<file path="src/rtl/push_router_pkg.sv">
package push_router_pkg;
  localparam int CORE_COUNT   = 5;
  localparam int THREAD_COUNT = 3;
  localparam int CORE_CTRL    = 0;
  localparam int CORE_NET     = 4;
  localparam int CORE_IDX_W   = $clog2(CORE_COUNT);

  // control -> datapath strobes: which queues push, and from which core
  typedef struct packed {
    logic [THREAD_COUNT-1:0]                 pushEn;
    logic [THREAD_COUNT-1:0][CORE_IDX_W-1:0] srcSel;
  } routeStrobe_t;
endpackage

</file>
<file path="src/rtl/push_router_ctrl.sv">
module push_router_ctrl
  import push_router_pkg::*;
#(
  parameter int              ADDR_W     = 32,
  parameter logic [ADDR_W-1:0] WIN_BASE   = 32'hFFE40000,
  parameter logic [ADDR_W-1:0] WIN_STRIDE = 32'h00010000
) (
  input  logic                               clk,
  input  logic                               rstN,
  input  logic [CORE_COUNT-1:0]              storeValid,
  input  logic [CORE_COUNT-1:0][ADDR_W-1:0]  storeAddr,
  input  logic [THREAD_COUNT-1:0]            queueFull,
  output routeStrobe_t                       strobe,
  output logic [CORE_COUNT-1:0]              coreStall,
  output logic [CORE_COUNT-1:0]              hangErr
);
  logic [CORE_COUNT-1:0][THREAD_COUNT-1:0] winHit;
  logic [CORE_COUNT-1:0][THREAD_COUNT-1:0] wantQ;
  logic [CORE_COUNT-1:0][THREAD_COUNT-1:0] req;
  logic [CORE_COUNT-1:0][THREAD_COUNT-1:0] grant;
  logic [CORE_COUNT-1:0]                   hangHit;
  logic [CORE_COUNT-1:0]                   hungQ;

  for (genvar c = 0; c < CORE_COUNT; c++) begin : g_core
    for (genvar k = 0; k < THREAD_COUNT; k++) begin : g_win
      assign winHit[c][k] = storeValid[c] &&
        (storeAddr[c] == ADDR_W'(WIN_BASE + ADDR_W'(k) * WIN_STRIDE));
    end

    if (c == CORE_CTRL) begin : g_ctrl
      assign wantQ[c]   = winHit[c];
      assign hangHit[c] = 1'b0;
    end else if (c <= THREAD_COUNT) begin : g_thr
      assign wantQ[c]   = winHit[c][0] ? THREAD_COUNT'(1) << (c - 1) : '0;
      assign hangHit[c] = (|winHit[c][THREAD_COUNT-1:1]) && !hungQ[c];
    end else begin : g_none
      assign wantQ[c]   = '0;
      assign hangHit[c] = 1'b0;
    end

    assign req[c] = wantQ[c] & {THREAD_COUNT{!hungQ[c]}};

    for (genvar t = 0; t < THREAD_COUNT; t++) begin : g_gnt
      assign grant[c][t] = strobe.pushEn[t] && (strobe.srcSel[t] == CORE_IDX_W'(c));
    end

    assign coreStall[c] = hungQ[c] | hangHit[c] | ((|req[c]) & ~(|grant[c]));
  end

  // fixed priority: the lowest core index wins each queue
  always_comb begin
    strobe = '0;
    for (int t = 0; t < THREAD_COUNT; t++) begin
      for (int c = CORE_COUNT - 1; c >= 0; c--) begin
        if (req[c][t]) begin
          strobe.srcSel[t] = CORE_IDX_W'(c);
          strobe.pushEn[t] = !queueFull[t];
        end
      end
    end
  end

  always_ff @(posedge clk) begin
    if (!rstN) hungQ <= '0;
    else       hungQ <= hungQ | hangHit;
  end

  assign hangErr = hungQ;
endmodule

</file>
<file path="src/rtl/push_router_dp.sv">
module push_router_dp
  import push_router_pkg::*;
#(
  parameter int DATA_W = 32
) (
  input  routeStrobe_t                         strobe,
  input  logic [CORE_COUNT-1:0][DATA_W-1:0]    storeData,
  output logic [THREAD_COUNT-1:0]              pushValid,
  output logic [THREAD_COUNT-1:0][DATA_W-1:0]  pushData
);
  for (genvar t = 0; t < THREAD_COUNT; t++) begin : g_q
    assign pushValid[t] = strobe.pushEn[t];
    assign pushData[t]  = strobe.pushEn[t] ? storeData[strobe.srcSel[t]] : '0;
  end
endmodule

</file>
<file path="src/rtl/push_router.sv">
module push_router
  import push_router_pkg::*;
#(
  parameter int                DATA_W     = 32,
  parameter int                ADDR_W     = 32,
  parameter logic [ADDR_W-1:0] WIN_BASE   = 32'hFFE40000,
  parameter logic [ADDR_W-1:0] WIN_STRIDE = 32'h00010000
) (
  input  logic                                 clk,
  input  logic                                 rstN,
  input  logic [CORE_COUNT-1:0]                storeValid,
  input  logic [CORE_COUNT-1:0][ADDR_W-1:0]    storeAddr,
  input  logic [CORE_COUNT-1:0][DATA_W-1:0]    storeData,
  input  logic [THREAD_COUNT-1:0]              queueFull,
  output logic [THREAD_COUNT-1:0]              pushValid,
  output logic [THREAD_COUNT-1:0][DATA_W-1:0]  pushData,
  output logic [CORE_COUNT-1:0]                coreStall,
  output logic [CORE_COUNT-1:0]                hangErr
);
  routeStrobe_t strobe;

  push_router_ctrl #(.ADDR_W(ADDR_W), .WIN_BASE(WIN_BASE), .WIN_STRIDE(WIN_STRIDE)) ctrl_i (
    .clk(clk), .rstN(rstN), .storeValid(storeValid), .storeAddr(storeAddr),
    .queueFull(queueFull), .strobe(strobe), .coreStall(coreStall), .hangErr(hangErr)
  );

  push_router_dp #(.DATA_W(DATA_W)) dp_i (
    .strobe(strobe), .storeData(storeData), .pushValid(pushValid), .pushData(pushData)
  );
endmodule

</file>
<file path="config.mk">
export PLATFORM = sky130hd
export DESIGN_NAME = push_router
export DESIGN_NICKNAME = d
export VERILOG_FILES = /design/src/rtl/push_router_pkg.sv /design/src/rtl/push_router_ctrl.sv /design/src/rtl/push_router_dp.sv /design/src/rtl/push_router.sv
export SDC_FILE = /design/constraint.sdc
export NUM_CORES = 1
export LEC_CHECK = 0
export BUFFER_PORTS_ARGS = -buffer_cell sky130_fd_sc_hd__buf_2
export CELL_PAD_IN_SITES_DETAIL_PLACEMENT = 0
export CELL_PAD_IN_SITES_GLOBAL_PLACEMENT = 1
export CORE_AREA = 3 3 170 172
export CTS_CLUSTER_DIAMETER = 200
export DETAILED_ROUTE_END_ITERATION = 16
export DIE_AREA = 0 0 173 175
export GPL_ROUTABILITY_DRIVEN = 1
export PLACE_DENSITY_LB_ADDON = 0.08
export SYNTH_ARGS = -nofsm -noshare
export SYNTH_HDL_FRONTEND = slang
export SYNTH_HIERARCHICAL = 1
export SYNTH_SLANG_ARGS = --single-unit
</file>
<file path="constraint.sdc">
create_clock -name clk -period 3.9 [get_ports clk]
set_input_delay 0.195 -clock clk [delete_from_list [all_inputs] [get_ports clk]]
set_output_delay 0.195 -clock clk [all_outputs]
set_load 0.05 [all_outputs]
</file>
# Word level (Yosys, flattened, before mapping)
# Index checks and enable logic that the tools add are counted.
[word_totals]
reg_bits = 5
latch_bits = 0
mem_bits_rw = 0
mem_bits_ro = 0
in_bits = 330
output_inout_bits = 109
word_cells = 129
mem_count = 0
[op_classes]
addsub = 0
multipliers = 0
div_mod_pow = 0
n_lt_le_gt_ge = 3
n_eq_ne = 21
shifts = 0
n_mux = 36
bitwise = 20
reduce_logical = 48
[ops]
columns = ["cell", "count"]
rows = [
  ["== test 32 bit (second input constant)", 12],
  ["binary-select mux 32 bit (select 3 bit)", 3],
  ["two-way mux 32 bit", 6],
  ["logical AND 1 bit", 27],
  ["OR reduction 3 bit", 8],
  ["two-way mux 2 bit", 10],
  ["two-way mux 1 bit", 13],
  ["bitwise AND 3 bit", 4],
  ["two-way mux 3 bit", 4],
  ["logical NOT 3 bit", 3],
  ["== test 2 bit (second input constant)", 4],
  ["< comparator 2 x 4 -> 1 bit (second input constant)", 2],
  ["logical NOT 1 bit", 7],
  ["OR 1 bit", 7],
  ["== test 3 x 2 -> 1 bit (second input constant)", 2],
  ["OR reduction 2 bit", 3],
  ["OR 5 x 4 -> 5 bit", 1],
  ["bitwise AND 1 bit", 4],
  ["== test 2 x 1 -> 1 bit (second input constant)", 2],
  ["< comparator 3 x 4 -> 1 bit (second input constant)", 1],
  ["NOT 1 bit", 4],
  ["== test 3 x 1 -> 1 bit (second input constant)", 1],
]

# Logic depth before layout (Yosys ltp)
# Gate-level depths: netlist of the first run.
[depth]
word_depth = 14
ltp_mapped = 10
ltp_nobuf = 7

# Cells and area by module
# The synthesis of the first run kept the hierarchy.
[by_module_without_submodules]
columns = ["mod", "n_inst", "cells_per_inst", "area_per_inst_um2", "seq_area_each_um2"]
rows = [
  ["push_router_dp", 1, 447, 4071.4, 0.0],
  ["push_router_ctrl", 1, 95, 684.4, 60.1],
]

# Worst setup path before layout of the first run
# No wires, ideal clock.
[synth_timing]
path_type = "input to output"
startpoint = "input port storeAddr[19] (netlist name)"
endpoint = "output port pushData[95] (netlist name)"
arrival_time_ns = 3.204
required_time_ns = 3.705
path_slack_ns = 0.501
stages = 9
path_buffers = 3
cell_sequence = "nand4bb_1 > or4_4 > or4b_4 > nor2b_1 > buf_4 > buf_6 > buf_6 > mux2i_1 > o21ai_0"
[synth_lines]
columns = ["element", "line_no", "text"]
rows = [
  ["from (decl)", "push_router.sv:12", "input logic [CORE_COUNT-1:0][ADDR_W-1:0] storeAddr,"],
  ["to (decl)", "push_router.sv:16", "output logic [THREAD_COUNT-1:0][DATA_W-1:0] pushData,"],
]

==> results.md, run 1 <==
- H-tree Lvls: 1
- Placed Area: approximately 0.007 mm^2
- Pin count of the biggest net entering global routing: 66
- Synth cell types: between 40 and 50
- Post-synthesis cell count: 542
- DRT Pass-1 Iters: 4
- Post-route insts no fill: roughly 1,300
- Worst vdd ir: 0.09280 mV
- Gr ovfl total: 0
- Most used cell, CP: buf_2
- Total Routing Usage GR: 0.1657
- DRC: 0
- Setup-failing EPs final: 0
- Post-synth ARST share: 0
- Tightest Pin Transition: 7.549 ns
- First-pass GRT wire length: 39.56 mm
- Hold Slack: 0.2321 ns
- DR iter-0 viols: between 300 and 400
- Drt wl/cell: 21.10 um
- Initial core utilization: 0.1721
- FP Rows: 61
- Die ar.: 0.03028 mm^2
- Clock Latency Late Sink: between 0.2 and 0.25 ns
- Antenna-violating nets left: 0
- Post-CTS sizing: 0
- Share of cells above drive strength 1: 0.5827
- Crit path arrival time: 3.27 ns
- Core ar.: 0.02763 mm^2
- CP max-delay cell: nor2b_4
- Vias per std cell: approximately 4.7
- I/O Buffers: 402
- CTS tree: yes
- Main flop type after synthesis: dfxtp_1
- Max incr delay on CP: 0.74 ns
- Flops & latches, synth: 3
- Max reg flops: 3
- Fin Clk Skew: 0 ns
- Total Routed Length: 27.30 mm
- Worst path buffer plus inverter count: 3
- Cells after DPL: ~1,300
- Die extent in x: 173 um
- Min-Delay Path Class: input port to flop
- Final Max Tran Viols: 132
- Post-CTS setup buffer count: 0
- Status: complete, but fails checks
- Max-Cap Viols: 0
- Total number of vias: 6,090
- Setup tns final: 0 ns
- Leak: 3.273 nW
- Clock slew at reported path FFs: 0.03 ns
- Avg Cell Area, Syn: 8.775 um^2
- Die Y: 175 um
- Post-synthesis cell area: 0.004756 mm^2
- RSZ-0062 raised after global routing: no
- Worst-case clock buffer depth: 2
- Initial antenna violation count: 2
- Top Ports: 439
- Crit end category: output pin
- Max-Slew Margin vs Limit: -4.101
- P&R area growth vs syn: 49.38%
- Sequential cell area fraction in the yosys report: 0.01263
- CTS buffer count: 3
- Critical path peak fanout: 22
- Syn. warnings: 6
- Failing checks: slew limit
- Post-CTS Hold Buffers: 0
- Power per Cell Area: between 80 and 90 mW/mm^2
- Root buf cell: clkbuf_16
- Min cycle time layout: between 3 and 4 ns
- Ordered list of cells on the worst path: buf_2, or3b_1, nor4_1, nand3_1, nor2b_4, buf_4, mux2_4, a22oi_1, o21ai_1, buf_2
- Overall Power: around 0.58 mW
- Number of global-route vias before repair: 6,527
- Sink Count: 3
- Startpoint type of the worst setup path: input port
- Layout net count: ~1,200
- Post-synth EDFFs: 0
- Final HPWL DP: ~21 mm
- Worst setup path class: input port to output pin
- Worst endpoint required time: 3.70 ns
- Family with the most delay on the worst path: simple AND/OR/NAND/NOR gates
- Max Fclk: a little under 0.3 GHz
- Placer's final routability congestion estimate: 0.7221
- Final period util: 0.8891
- Final Instance Area: 0.007104 mm^2
- Endpoints failing hold: 0
[metal layers]
| metal | share of wire | vias up | global-route usage | wire [um] |
|---|---|---|---|---|
| met5 | 0 | - | 0 | 0 |
| met4 | 0.0084 | 0 | 0.02027 | 229 |
| met3 | 0.055 | 16 | 0.02564 | 1514 |
| met2 | 0.53 | 249 | 0.3219 | 14540 |
| met1 | 0.40 | 2903 | 0.1959 | 11010 |
| li1 | - | 2922 | - | - |
[per-stage QoR]
step	worst slack (ns)	util
global placement	0.4523	0.2540
floorplan	0.5010	-
finish	0.4324	0.2571
CTS	0.4005	0.2569
detailed placement	0.3964	0.2540
global route	0.1782	0.2571
[kinds of logic (layout without fill, tap and decap cells)]
kind of cell | after synthesis | in the layout | share of synthesized area
and+or+nand+nor | 74 | 74 | 0.1094
muxes | 193 | 193 | 0.4907
xor gates and xnor gates | 3 | 3 | 0.005526
buffers and inverters | 65 | 429 | 0.1079
DFF | 3 | 3 | 0.01263
other | 1 | 11 | 0.0007885
AOI/OAI and AO/OA | 203 | 203 | 0.2731
[synthesized netlist by cell type, types with 4 or more instances]
master | n | area (um^2)
mux2_4 | 75 | 1126
a31oi_1 | 4 | 25.02
a22oi_1 | 90 | 675.7
buf_4 | 15 | 112.6
a21oi_1 | 5 | 25.02
nor2b_1 | 4 | 25.02
nor3_1 | 4 | 20.02
o21ai_1 | 90 | 450.4
mux2i_1 | 97 | 970.9
buf_6 | 27 | 304.0
buf_2 | 8 | 40.04
nor4_1 | 18 | 112.6
clkbuf_1 | 13 | 48.80
nand4_1 | 9 | 56.30
nor2_1 | 4 | 15.01
nand3b_1 | 4 | 30.03
mux2_2 | 21 | 236.5
or4_1 | 4 | 30.03
[worst paths after layout]
check | from | cells past startpoint | slack (ns) | to
worst min register to register | ctrl_i/hangErr[1]$_SDFF_PN0_ | 1 | 0.53 | ctrl_i/hangErr[1]$_SDFF_PN0_
worst max register to register | ctrl_i/hangErr[2]$_SDFF_PN0_ | 2 | 3.22 | ctrl_i/hangErr[2]$_SDFF_PN0_
worst max-delay path | storeAddr[115] | 10 | 0.43 | pushData[91]
worst min-delay path | rstN | 2 | 0.23 | ctrl_i/hangErr[1]$_SDFF_PN0_
[report_power, final]
part           internal, mW   switching (mW)
logic                 0.219            0.163
clock network         0.135           0.0291
registers            0.0309  0.0000000000287
total                 0.385            0.193
[layout make-up]
class                      count  area [um^2]
clock buffer                   4        78.83
fill                        3134        20520
tap                          378        473.0
multi-input combinational    481         4243
antenna                        3        7.507
sequential                     3        60.06
inverter                       2        7.507
timing repair buffer         423         2235
[cell usage in the layout, fill, tap and decap left out, types with 4 or more instances in the layout]
master,count
nor2_1,4
nand4_1,9
o21ai_1,90
nor4_1,18
a21oi_1,5
buf_4,17
or4_1,4
a31oi_1,4
conb_1,8
buf_2,401
buf_12,5
nor3_1,4
mux2_4,75
a22oi_1,90
mux2_2,21
mux2i_1,97
nand3b_1,4
Power figures use the tool's default switching activity.
==> inputs of run 2 (changes only) <==
--- a/config.mk
+++ b/config.mk
@@ -10,6 +10,6 @@
 export CELL_PAD_IN_SITES_GLOBAL_PLACEMENT = 1
-export CORE_AREA = 3 3 170 172
+export CORE_AREA = 2 2 169 171
 export CTS_CLUSTER_DIAMETER = 200
 export DETAILED_ROUTE_END_ITERATION = 16
-export DIE_AREA = 0 0 173 175
+export DIE_AREA = 0 0 171 173
 export GPL_ROUTABILITY_DRIVEN = 1
==> constraint.sdc (replaced) <==
create_clock -name clk -period 3.9 [get_ports clk]
set_input_delay 0.39 -clock clk [delete_from_list [all_inputs] [get_ports clk]]
set_output_delay 0.39 -clock clk [all_outputs]
set_load 0.05 [all_outputs]
==> run 2 against run 1 <==
Against the previous run: the flow still finishes with violations (slew limit); register-to-register slack about the same; final cell count increased by 0.46%; largest cell class unchanged; combinational power about the same; design area increased by 1.2%; highest routed layer is now met5; hold slack improved by 0.20 ns; via count increased by 0.48%; non-clock buffer count increased by 4; maximum frequency decreased by 2.6%.
==> results.md, run 2 (same netlist as run 1, synthesis figures left out) <==
- CTS tree: yes
- Crit end category: output pin
- Failing checks: slew limit
- FP Rows: 61 (unchanged)
- Total Routing Usage GR: 0.1686 (+0.002904)
- CTS buffer count: 3 (unchanged)
- Post-CTS setup buffer count: 0 (unchanged)
- Worst setup path class: input port to output pin
- Pin count of the biggest net entering global routing: 66 (unchanged)
- Most frequent cells in the layout: 402 x buf_2, 97 x mux2i_1, 90 x a22oi_1, 90 x o21ai_1, 75 x mux2_4
- Min cycle time layout: 3.562 ns (+0.09420 ns)
- Worst vdd ir: 0.1211 mV (+30%)
- DR iter-0 viols: 244 (-22%)
- Placer's final routability congestion estimate: 0.7218 (about the same)
- CP max-delay cell: or4_1
- Sw Ratio: 0.3322 (-0.001250)
- DRC: 0 (unchanged)
- Leak: 3.305 nW (+1.0%)
- Top Ports: 439 (unchanged)
- Setup-failing EPs final: 0 (unchanged)
- Internal power: 0.3850 mW (about the same)
- Max-Cap Viols: 0 (unchanged)
- Vias per std cell: 4.707 (about the same)
- Clock Latency Late Sink: 0.22 ns (about the same)
- Final period util: 0.9133 (+0.02415)
- Worst endpoint required time: 3.51 ns (-0.19 ns)
- Worst-case clock buffer depth: 2 (unchanged)
- Post-CTS sizing: 0 (unchanged)
- Critical path peak fanout: 26 (+18%)
- Clock slew at reported path FFs: 0.03 ns (about the same)
- Post-route insts no fill: 1,300 (+0.46%)
- First-pass GRT wire length: 38.56 mm (-2.5%)
- P&R area growth vs syn: 51.12%
- Power per Cell Area: 80.22 mW/mm^2 (-1.3%)
- Core ar.: 0.02763 mm^2 (unchanged)
- Layout net count: 1,248 (+0.32%)
- Min-Delay Path Class: input port to flop
- Tightest Pin Transition: 7.818 ns (+0.2683 ns)
- Gate power share: 0.664 (+0.002)
- DRT Pass-1 Iters: 5 (+1)
- Most common cell after layout, fill and taps aside: buf_2
- Share of cells above drive strength 1: 0.5845 (+0.001820)
- Initial core utilization: 0.1721 (unchanged)
- FILL cells: 3,151 (+0.54%)
- Gr ovfl total: 0 (unchanged)
- Die Y: 173 um (-1.1%)
- Startpoint type of the worst setup path: input port
- Crit path arrival time: 3.17 ns (-0.10 ns)
- Ordered list of cells on the worst path: buf_2, nand4_1, or4_1, or4_1, nor2b_4, buf_12, mux2_4, a22oi_1, o21ai_1, buf_2
- Root buf cell: clkbuf_16
- Pre-CTS setup slack: 0.2859 ns (-0.1105 ns)
- Max Fclk: 0.2808 GHz (-2.6%)
- Psw: 0.1915 mW (-0.51%)
- Post-CTS Hold Buffers: 0 (unchanged)
- Final Max Tran Viols: 132 (unchanged)
- Final HPWL DP: 20.06 mm (-4.3%)
- Setup tns final: 0 ns (unchanged)
- Endpoints failing hold: 0 (unchanged)
- Sink Count: 3 (unchanged)
- Die ar.: 0.02958 mm^2 (-2.3%)
- H-tree Lvls: 1 (unchanged)
- Setup ws final: 0.3382 ns (-0.09420 ns)
- Sequential share of power: 0.054 (about the same)
- Antenna-violating nets left: 0 (unchanged)
- Cells after DPL: 1,291 (+0.31%)
- Core Util, Final: 0.2601 (+0.002988)
- Drt wl/cell: 20.35 um (-3.5%)
- Die extent in x: 171 um (-1.2%)
- Clk pwr share: 0.282 (-0.002)
- Max-Slew Margin vs Limit: -4.283 (-0.1813)
- Total Routed Length: 26.46 mm (-3.1%)
- RSZ-0062 raised after global routing: no
- I/O Buffers: 402 (unchanged)
- Initial antenna violation count: 5 (+3)
- Hold Slack: 0.4298 ns (+0.1976 ns)
- Fin Clk Skew: 0 ns (unchanged)
- Status: complete, but fails checks
- Reg2reg setup slack: 3.21 ns (about the same)
- Max reg flops: 3 (unchanged)
- Total number of vias: 6,119 (+0.48%)
- Number of global-route vias before repair: 6,562 (+0.54%)
- Max incr delay on CP: 0.61 ns (-0.13 ns)
[run 2: cell count changes in the layout (fill, tap and decap cells not counted), sizes merged]
cell | previous run | this run
diode | 3 | 5
buf | 423 | 427
[run 2: power groups by stage]
stage               Sequential, mW  Combinational, mW  Clock [mW]
finish                      0.0309              0.383       0.163
global placement            0.0313              0.378           0
global route                0.0309              0.419       0.171
floorplan                   0.0313              0.180           0
CTS                         0.0309              0.379       0.166
detailed placement          0.0313              0.378           0
[run 2: worst paths after layout]
check                           cells after the start                    startpoint                           end
worst max-delay path                               10                 storeAddr[63]                  pushData[28]
worst min-delay path                                2                          rstN  ctrl_i/hangErr[1]$_SDFF_PN0_
worst max register to register                      2  ctrl_i/hangErr[2]$_SDFF_PN0_  ctrl_i/hangErr[2]$_SDFF_PN0_
worst min register to register                      1  ctrl_i/hangErr[1]$_SDFF_PN0_  ctrl_i/hangErr[1]$_SDFF_PN0_
[run 2: layout make-up]
cell class | count | area (um^2) | area share
Antenna cell | 5 | 12.51 | 0.001741
Clock buffer | 4 | 78.83 | 0.01097
Multi-Input combinational cell | 481 | 4243 | 0.5904
Inverter | 2 | 7.507 | 0.001045
Tap cell | 378 | 473.0 | 0.06581
Timing Repair Buffer | 427 | 2312 | 0.3217
Sequential cell | 3 | 60.06 | 0.008357
[run 2: routing by layer]
metal  vias to the layer above  track usage  routed length, um
met5                         -            0                 16
met3                        22      0.02564               1632
met1                      2893       0.2012              10770
met4                         2      0.03425                392
met2                       262       0.3149              13650
li1                       2940            -                  -
[run 2: worst max-delay path: cells and delay by family]
kind / cells / cell delay, ns
multiplexers: 1 / 0.32
buffers and inverters: 3 / 0.58
AND/OR/NAND/NOR: 4 / 1.58
AO/OA/AOI/OAI: 2 / 0.29
[run 2: through the flow]
stage | instance area (um^2) | power [mW]
after floorplan | 4782 | 0.2111
after global placement | 7096 | 0.4097
after detailed placement | 7096 | 0.4094
after CTS | 7174 | 0.5760
after global routing | 7184 | 0.6211
final | 7187 | 0.5766
